<file path="src/rtl/slot_pkg.sv">
package slot_pkg;

    localparam int PAGES   = 4;
    localparam int SLOT_W  = 2;
    localparam int REG_W   = PAGES * SLOT_W;
    localparam int NUM_DEV = 6;

    typedef enum logic [2:0] {
        DEV_NONE     = 3'd0,
        DEV_MAIN_ROM = 3'd1,
        DEV_CART_A   = 3'd2,
        DEV_CART_B   = 3'd3,
        DEV_MAPPER   = 3'd4,
        DEV_SUB_ROM  = 3'd5,
        DEV_CHAR_ROM = 3'd6
    } dev_e;

    typedef struct packed {
        logic [SLOT_W-1:0] page;
        logic [SLOT_W-1:0] prim;
        logic [SLOT_W-1:0] sub;
    } route_t;

    // fixed device map over (page, primary slot, sub-slot)
    function automatic dev_e map_device(route_t r);
        dev_e d;
        d = DEV_NONE;
        case (r.prim)
            2'd0: if (r.page < 2'd2) d = DEV_MAIN_ROM;
            2'd1: d = DEV_CART_A;
            2'd2: d = DEV_CART_B;
            default: begin
                case (r.sub)
                    2'd0: d = DEV_MAPPER;
                    2'd1: begin
                        if (r.page == 2'd0)
                            d = DEV_SUB_ROM;
                        else if (r.page != 2'd3)
                            d = DEV_CHAR_ROM;
                    end
                    default: d = DEV_NONE;
                endcase
            end
        endcase
        return d;
    endfunction

    function automatic logic [NUM_DEV-1:0] dev_onehot(dev_e d);
        logic [NUM_DEV-1:0] v;
        v = '0;
        for (int i = 0; i < NUM_DEV; i++) begin
            if (int'(d) == i + 1) v[i] = 1'b1;
        end
        return v;
    endfunction

    function automatic logic [SLOT_W-1:0] field_of(logic [REG_W-1:0] r,
                                                   logic [SLOT_W-1:0] page);
        return r[page*SLOT_W +: SLOT_W];
    endfunction

endpackage

</file>
<file path="src/rtl/slot_regs.sv">
module slot_regs
    import slot_pkg::*;
#(
    parameter logic [7:0] PRIM_PORT = 8'hA8
) (
    input  logic             clk,
    input  logic             rst,
    input  logic             io_wr,
    input  logic [7:0]       io_addr,
    input  logic             sec_wr,
    input  logic [REG_W-1:0] wdata,
    output logic [REG_W-1:0] prim_q,
    output logic [REG_W-1:0] sec_q,
    output logic [REG_W-1:0] prim_eff,
    output logic [REG_W-1:0] sec_eff
);

    logic prim_wr;

    assign prim_wr = io_wr && (io_addr == PRIM_PORT);

    always_ff @(posedge clk) begin
        if (rst) begin
            prim_q <= '0;
        end else if (prim_wr) begin
            prim_q <= wdata;
        end
    end

    always_ff @(posedge clk) begin
        if (rst) begin
            sec_q <= '0;
        end else if (sec_wr) begin
            sec_q <= wdata;
        end
    end

    // write-through so a write is visible in its own cycle
    always_comb begin
        prim_eff = prim_wr ? wdata : prim_q;
        sec_eff  = sec_wr  ? wdata : sec_q;
    end

endmodule

</file>
<file path="src/rtl/slot_page_decode.sv">
module slot_page_decode
    import slot_pkg::*;
(
    input  logic [15:0]      addr16,
    input  logic [REG_W-1:0] prim_eff,
    input  logic [REG_W-1:0] sec_eff,
    output dev_e             dev,
    output logic [SLOT_W-1:0] page
);

    dev_e page_dev [PAGES];

    assign page = addr16[15:14];

    for (genvar p = 0; p < PAGES; p++) begin : g_page
        route_t r;
        always_comb begin
            r.page = SLOT_W'(p);
            r.prim = prim_eff[p*SLOT_W +: SLOT_W];
            r.sub  = sec_eff[p*SLOT_W +: SLOT_W];
            page_dev[p] = map_device(r);
        end
    end

    assign dev = page_dev[page];

endmodule

</file>
<file path="src/rtl/slot_read_mux.sv">
module slot_read_mux
    import slot_pkg::*;
#(
    parameter logic [7:0] EMPTY_VAL = 8'hFF
) (
    input  logic             io_rd,
    input  logic             io_hit,
    input  logic [REG_W-1:0] prim_q,
    input  logic             mem_rd,
    input  logic             sec_hit,
    input  logic             empty_hit,
    input  logic [REG_W-1:0] sec_q,
    output logic             io_rd_drive,
    output logic [7:0]       io_rdata,
    output logic             mem_rd_drive,
    output logic [7:0]       mem_rdata
);

    always_comb begin
        io_rd_drive = io_rd && io_hit;
        io_rdata    = io_rd_drive ? prim_q : 8'h00;
    end

    always_comb begin
        mem_rd_drive = 1'b0;
        mem_rdata    = 8'h00;
        if (mem_rd) begin
            if (sec_hit) begin
                mem_rd_drive = 1'b1;
                mem_rdata    = ~sec_q;
            end else if (empty_hit) begin
                mem_rd_drive = 1'b1;
                mem_rdata    = EMPTY_VAL;
            end
        end
    end

endmodule

</file>
<file path="src/rtl/slot_decoder_top.sv">
module slot_decoder_top
    import slot_pkg::*;
#(
    parameter int         ADDR_W    = 23,
    parameter logic [7:0] PRIM_PORT = 8'hA8,
    parameter logic [15:0] SEC_ADDR = 16'hFFFF,
    parameter logic [7:0] EMPTY_VAL = 8'hFF
) (
    input  logic              clk,
    input  logic              rst,
    input  logic [ADDR_W-1:0] addr,
    input  logic              mem_rd,
    input  logic              mem_wr,
    input  logic [7:0]        io_addr,
    input  logic              io_rd,
    input  logic              io_wr,
    input  logic [7:0]        wdata,
    output logic [NUM_DEV-1:0] dev_cs,
    output logic              linear_cs,
    output logic              mem_rd_drive,
    output logic [7:0]        mem_rdata,
    output logic              io_rd_drive,
    output logic [7:0]        io_rdata
);

    localparam int HI_W = ADDR_W - 16;

    logic [REG_W-1:0]  prim_q, sec_q, prim_eff, sec_eff;
    logic              mem_act, in_linear, sec_hit, sec_wr, empty_hit, io_hit;
    dev_e              dev;
    logic [SLOT_W-1:0] page;

    assign mem_act   = mem_rd || mem_wr;
    assign in_linear = |addr[ADDR_W-1:16];
    assign io_hit    = (io_addr == PRIM_PORT);

    // secondary register intercept: page 3 must sit in primary slot 3
    assign sec_hit = mem_act && !in_linear && (addr[15:0] == SEC_ADDR)
                     && (field_of(prim_eff, 2'd3) == 2'd3);
    assign sec_wr  = sec_hit && mem_wr;

    slot_regs #(.PRIM_PORT(PRIM_PORT)) u_regs (
        .clk      (clk),
        .rst      (rst),
        .io_wr    (io_wr),
        .io_addr  (io_addr),
        .sec_wr   (sec_wr),
        .wdata    (wdata),
        .prim_q   (prim_q),
        .sec_q    (sec_q),
        .prim_eff (prim_eff),
        .sec_eff  (sec_eff)
    );

    slot_page_decode u_decode (
        .addr16   (addr[15:0]),
        .prim_eff (prim_eff),
        .sec_eff  (sec_eff),
        .dev      (dev),
        .page     (page)
    );

    always_comb begin
        dev_cs    = '0;
        linear_cs = 1'b0;
        if (mem_act) begin
            if (in_linear)
                linear_cs = 1'b1;
            else if (!sec_hit)
                dev_cs = dev_onehot(dev);
        end
    end

    assign empty_hit = !in_linear && !sec_hit && (dev == DEV_NONE);

    slot_read_mux #(.EMPTY_VAL(EMPTY_VAL)) u_rdmux (
        .io_rd        (io_rd),
        .io_hit       (io_hit),
        .prim_q       (prim_q),
        .mem_rd       (mem_rd),
        .sec_hit      (sec_hit),
        .empty_hit    (empty_hit),
        .sec_q        (sec_q),
        .io_rd_drive  (io_rd_drive),
        .io_rdata     (io_rdata),
        .mem_rd_drive (mem_rd_drive),
        .mem_rdata    (mem_rdata)
    );

    logic [HI_W-1:0] unused_hi;
    assign unused_hi = addr[ADDR_W-1:16];

endmodule

</file>
<file path="config.mk">
export PLATFORM = sky130hd
export DESIGN_NAME = slot_decoder_top
export DESIGN_NICKNAME = d
export VERILOG_FILES = /design/src/rtl/slot_pkg.sv /design/src/rtl/slot_regs.sv /design/src/rtl/slot_page_decode.sv /design/src/rtl/slot_read_mux.sv /design/src/rtl/slot_decoder_top.sv
export SDC_FILE = /design/constraint.sdc
export NUM_CORES = 1
export LEC_CHECK = 0
export CAP_MARGIN = 25
export CORE_MARGIN = 3
export CORE_UTILIZATION = 38
export CTS_CLUSTER_SIZE = 8
export DETAILED_ROUTE_END_ITERATION = 10
export GPL_TIMING_DRIVEN = 0
export PLACE_DENSITY = 0.8
export SETUP_SLACK_MARGIN = 0.4
export SKIP_LAST_GASP = 1
export SLEW_MARGIN = 20
export SYNTH_ARGS = -nofsm -noshare
export SYNTH_HDL_FRONTEND = slang
export SYNTH_SLANG_ARGS = --single-unit
</file>
<file path="constraint.sdc">
create_clock -name clk -period 5.59 [get_ports clk]
set_input_delay 1.118 -clock clk [delete_from_list [all_inputs] [get_ports clk]]
set_output_delay 1.118 -clock clk [all_outputs]
set_load 0.01 [all_outputs]
</file>
==> results.yml, run 1 <==
run_status:
  status: "complete, no violations"
die:
  core-area_mm2: 0.00308
  die_w_um: 63.2
  die_height_um: 63.2
  boundaryPins: 70
  rows: 20
  initial_core_util_pct: 40.4
  die_area_mm2: 0.00399
routing:
  wl_per_cell_um: 23.4
  detail-route-antenna-nets: 0
  first_pass_iters: 4
  vias: 1878
  drc_errors: 0
  vias_per_cell: 6.02
  drt_iter0_markers: 179
  totalWireLength_um: 7290
placement:
  dp_slack_ns: -0.832
  port_buffers: 68
  gp_congestion: 0.902
  dp.final_hpwl_um: 3230
  place_area_mm2: 0.00198
setup_path:
  crit_buf_inv: 5
  critPathMostFrequentCell: "buf_6"
  path_class: "in -> out"
  crit_path_top_delay_cell: "or4b_4"
  critPathTopFamily: "simple AND/OR/NAND/NOR gates"
  start_kind: "primary input"
  crit_required_ns: 4.47
  critical-path-max-stage-delay_ns: 0.51
  cp_max_fo: 5
  endpoint_kind: "output pin"
  timing.rr.start: "u_regs.prim_q[6]"
  worstPathCellList: "dlygate4sd2_1 > and4bb_2 > nand3_4 > buf_6 > buf_6 > mux2i_4 > ha_2 > mux2i_1 > nand2_2 > nand2_2 > a2bb2oi_4 > or4b_4 > buf_6 > o21ai_2 > buf_2"
  arrival_ns: 4.24
  critPathLaunch: "io_addr[2]"
clock_tree:
  cts_made_buffers: 3
  clock-sinks: 16
  htree_levels: 1
  cts-root-buf: "clkbuf_4"
  clk_pin_slew_ns: 0.09
  clock_path_buffers: 2
  clock_latency_ns: 0.28
  hold_buffers: 0
  cts_tree: "built"
synthesis:
  synth_cells: 149
  syn_nets: 201
  postSynthAreaPerCell_um2: 8.34
  yosysWarnings: 0
  ys_types: 40
  synth_edf_count: 0
  async_reset_ff_share_pct: 0
  ys_seq_area_share_pct: 25.8
  synth_seq_cells: 16
  synth_flop_cell: "dfxtp_1"
  netlist_area_mm2: 0.00124
pwr:
  total_power_uw: 243
  powerDensity_mw_per_mm2: 92.6
  p_leak_nw: 1.19
  vdd_drop_max_v: 0.000128
sta:
  post-route-period-util_pct: 95.9
  clock.fmax_mhz: 187
  setup_viol: 0
  clock_skew_ns: 0.00314
  fin_ws_ns: 0.232
  hold_violations: 0
  maxSlewViolCount: 0
  fin_setup_tns_ns: 0
  tightest_slew_ns: 0.668
  slew_headroom_pct: 55.2
  rsz0062_at_grt: "true"
  min_period_ns: 5.36
global_routing:
  antenna_found_initial: 0
  track_usage_pct: 30.2
  grt_first_pass_wirelength_um: 9570
  grt_overflow: 0
  grt_max_degree: 11
  first_global_vias: 1878
layout:
  layout_common_cells: "clkdlybuf4s50_1 (44), buf_4 (36), dfxtp_1 (16)"
  diodes: 0
  num-nets-final: 322
  layout-drive-gt1-share_pct: 41.0
  final_util_pct: 85.4
  multiInputGateArea_mm2: 0.00115
  final_common_cell: "clkdlybuf4s50_1"
  register_area_um2: 320
  fin_area_mm2: 0.00263
  syn_to_final_growth_pct: 112
  num-fill-cells: 151
flow_run:
  drv_cap: 0
min_path:
  hold_class: "reg -> reg"
  hp-start: "u_regs.sec_q[5]"
registers in the layout, summed over array words and instances (netlist names):
signal	count
u_regs.prim_q	8
u_regs.sec_q	8
cells in the mapped netlist (2+ instances only):
cell	instances	area, um2
dfxtp_1	16	320
nor2_1	15	56.3
mux2i_1	11	110
nor3_1	10	50.1
and2_1	9	56.3
o22ai_1	8	50.1
ha_1	7	87.6
nor2b_1	6	37.5
inv_1	5	18.8
mux2_2	5	56.3
nand2_1	5	18.8
nand3_1	5	25.0
clkbuf_1	4	15.0
nand4_1	4	25.0
nand2b_1	3	18.8
nand3b_1	3	22.5
nor3b_1	3	22.5
o21ai_0	3	15.0
a2bb2oi_1	2	17.5
a31oi_1	2	12.5
and4_1	2	17.5
o21ai_1	2	10.0
or3_1	2	12.5
worst paths after layout:
check / end / slack (ns) / cells after the start
worst max register to register: u_regs.sec_q[7] / 1.65 / 28
worst min register to register: u_regs.sec_q[5] / 0.55 / 2
worst min-delay path: u_regs.sec_q[5] / 0.55 / 2
worst max-delay path: mem_rd_drive / 0.23 / 15
layout make-up:
class | instances | share of cell area (%)
Multi-Input combinational cell | 121 | 43.7
Timing Repair Buffer | 116 | 38.7
Sequential cell | 16 | 12.2
Tap cell | 44 | 2.09
Buffer | 6 | 1.57
Clock buffer | 3 | 0.857
Inverter | 6 | 0.857
repair_timing:
| action | CTS | global route |
|---|---|---|
| pin swaps | 19 | 15 |
| resized for setup | 100 | 30 |
| buffers inserted | 34 | 13 |
| setup endpoints to repair | 15 | 17 |
| cloned | 1 | 0 |
report_power, final:
group | total [mW] | internal [mW] | switching [mW]
Sequential | 0.114 | 0.114 | 0.0000428
Clock | 0.0622 | 0.0250 | 0.0372
Combinational | 0.0671 | 0.0366 | 0.0305
stage by stage:
step | hold slack, ns | instances
2_1_floorplan | 0.478 | 149
3_3_place_gp | 0.505 | 261
3_5_place_dp | 0.512 | 261
4_1_cts | 0.552 | 299
5_1_grt | 0.584 | 312
6_report | 0.554 | 312
logic make-up (layout without fill, tap and decap cells):
family,Yosys count,count (layout),synth area share (%)
flip-flops,16,16,25.8
AO/OA/AOI/OAI,22,22,12.0
AND/OR/NAND/NOR,75,75,37.2
adder cells (fa/ha/maj),7,7,7.05
multiplexers,17,17,14.3
buffers and inverters,12,131,3.72
per-layer routing:
metal	vias to the layer above	GRT usage (%)	wire, um
li1	796	-	-
met1	865	32.3	2640
met2	151	52.7	3370
met3	66	7.84	610
met4	0	18.9	673
met5	-	0	0
worst min-delay path, cell delays in order, from the launching register on:
cell and delay [ns]:
dfxtp_1 0.34, mux2i_1 0.13, nor2_1 0.05
(Power assumes the default switching activity.)
==> run 2: changes to the inputs <==
==> constraint.sdc (replaced) <==
create_clock -name clk -period 5.59 [get_ports clk]
set_input_delay 1.677 -clock clk [delete_from_list [all_inputs] [get_ports clk]]
set_output_delay 1.677 -clock clk [all_outputs]
set_load 0.01 [all_outputs]
==> run 2 against run 1 <==
The run now ends with setup timing left. Clock skew grew 0.0029 ns. Cell count shrank 9.9%. Global-route usage shrank 5.1 points. Die area is the same. Clock power grew 3.4%. Combinational power is essentially flat. Core utilization shrank 5.9 points. Sequential power is essentially flat. Register-to-register slack gained 2.1 ns. Routed wire length shrank 31%. Worst hold slack gained 0.027 ns. Critical path depth shrank 1. Critical endpoint is now mem_rdata[1].
==> results.yml, run 2 (same netlist as run 1, synthesis figures left out) <==
pwr:
  vdd_drop_max_v: 0.000129
  power.internal_uw: 179
  p_comb_share_pct: 27.4
  total_power_uw: 246
  p_sw_share_pct: 27.1
  p_seq_share_pct: 46.4
  powerDensity_mw_per_mm2: 100
  switchingPower_uw: 66.5
  clkPwrFrac_pct: 26.2
  p_leak_nw: 1.02
global_routing:
  grt_overflow: 0
  grt_first_pass_wirelength_um: 8080
  first_global_vias: 1651
  grt_max_degree: 11
  track_usage_pct: 25.2
  antenna_found_initial: 0
routing:
  totalWireLength_um: 5020
  detail-route-antenna-nets: 0
  wl_per_cell_um: 17.9
  first_pass_iters: 4
  vias_per_cell: 5.59
  drc_errors: 0
  drt_iter0_markers: 82
  vias: 1570
clock_tree:
  clock-sinks: 16
  clk_pin_slew_ns: 0.09
  clock_path_buffers: 2
  cts_made_buffers: 3
  cts_tree: "built"
  cts-root-buf: "clkbuf_4"
  hold_buffers: 0
  clock_latency_ns: 0.30
  htree_levels: 1
layout:
  num-nets-final: 291
  top_regs: "u_regs.prim_q: 8 flops, u_regs.sec_q: 8 flops"
  multiInputGateArea_mm2: 0.00118
  layout_common_cells: "clkdlybuf4s50_1 (43), dfxtp_1 (16), nor2_1 (14)"
  final_common_cell: "clkdlybuf4s50_1"
  num-fill-cells: 204
  syn_to_final_growth_pct: 97.1
  diodes: 0
  layout-drive-gt1-share_pct: 36.3
  register_area_um2: 320
setup_path:
  crit_required_ns: 3.91
  critical-path-max-stage-delay_ns: 0.61
  path_class: "in -> out"
  timing.rr.start: "u_regs.prim_q[6]"
  cp_max_fo: 8
  start_kind: "primary input"
  arrival_ns: 4.49
  endpoint_kind: "output pin"
  critPathLaunch: "io_addr[1]"
  worstPathCellList: "buf_6 > nor4b_4 > nand3_4 > mux2i_4 > inv_2 > ha_4 > nand3_2 > nor3_4 > and4_4 > nor3_2 > or4b_4 > buf_12 > o22ai_4 > buf_2"
  crit_path_top_delay_cell: "or4b_4"
sta:
  fin_ws_ns: -0.582
  hold_violations: 0
  clock.fmax_mhz: 162
  fin_hold_ws_ns: 0.581
  post-route-period-util_pct: 110
  clock_skew_ns: 0.00601
  tightest_slew_ns: 0.542
  setup_viol: 15
  slew_headroom_pct: 63.9
  maxSlewViolCount: 0
  fin_setup_tns_ns: -7.24
  rsz0062_at_grt: "true"
  min_period_ns: 6.17
min_path:
  hp-start: "u_regs.sec_q[0]"
  hold_class: "reg -> reg"
die:
  die_area_mm2: 0.00399
  die_w_um: 63.2
  rows: 20
  core-area_mm2: 0.00308
  boundaryPins: 70
  die_height_um: 63.2
  initial_core_util_pct: 40.4
flow_run:
  drv_cap: 0
run_status:
  status: "complete, but fails checks"
  violations: "setup timing"
placement:
  dp.final_hpwl_um: 3410
  dp_slack_ns: -1.52
  port_buffers: 68
  gp_congestion: 0.822
## run 2: cell types whose count changed in the layout (fill, tap and decap cells not counted), sizes merged
cell	delta
dlygate4sd2	-4
dlymetal6s2s	-1
clkdlybuf4s50	-1
buf	-23
clkdlybuf4s15	+1
clkbuf	-3
## run 2: power by group through the flow
stage / Clock [mW] / Sequential, mW / Combinational [mW]
2_1_floorplan: 0 / 0.117 / 0.0195
3_3_place_gp: 0 / 0.117 / 0.0578
3_5_place_dp: 0 / 0.117 / 0.0587
4_1_cts: 0.0629 / 0.114 / 0.0645
5_1_grt: 0.0670 / 0.114 / 0.0705
6_report: 0.0643 / 0.114 / 0.0674
## run 2: stage by stage
stage | area (um2) | instances | util, %
floorplan | 1480 | 149 | -
global placement | 2210 | 261 | 71.9
detailed placement | 2210 | 261 | 71.9
CTS | 2410 | 279 | 78.2
global route | 2450 | 281 | 79.6
finish | 2450 | 281 | 79.6
## run 2: layout make-up
cell class              count  area share [%]
inverters                   6           0.920
plain buffers               6            2.04
clock buffers               3           0.920
multi-input cells         121            48.1
well taps                  44            2.25
flip-flops and latches     16            13.1
repair buffers             85            32.7
## run 2: path summary, 6_finish.rpt
| path | endpoint | slack, ns | cells past startpoint |
|---|---|---|---|
| min | u_regs.sec_q[0] | 0.58 | 2 |
| max | mem_rdata[1] | -0.58 | 14 |
| max reg2reg | u_regs.sec_q[7] | 3.77 | 10 |
| min reg2reg | u_regs.sec_q[0] | 0.58 | 2 |
## run 2: timing repair
| action | in CTS | in global routing |
|---|---|---|
| pin swaps | 16 | 6 |
| gates cloned | 1 | 0 |
| buffers inserted | 14 | 2 |
| endpoints found under the hold margin | 0 | 0 |
| setup endpoints to repair | 25 | 24 |
| gates resized for setup | 104 | 15 |
## run 2: routing by layer
layer  vias to the layer above  share of wire (%)  GRT usage, %  wire (um)
li1                        738                  -             -          -
met1                       718                 38          29.4       1890
met2                        95                 51          47.3       2580
met3                        19                8.8          3.92        444
met4                         0                2.2          6.47        111
met5                         -                  0             0          0
## run 2: critical path: cells and delay by family
family | cells | cell delay (ns)
AND/OR/NAND/NOR | 7 | 1.76
AO/OA/AOI/OAI | 1 | 0.13
adder cells (fa/ha/maj) | 1 | 0.13
multiplexers | 1 | 0.26
buffers and inverters | 4 | 0.53
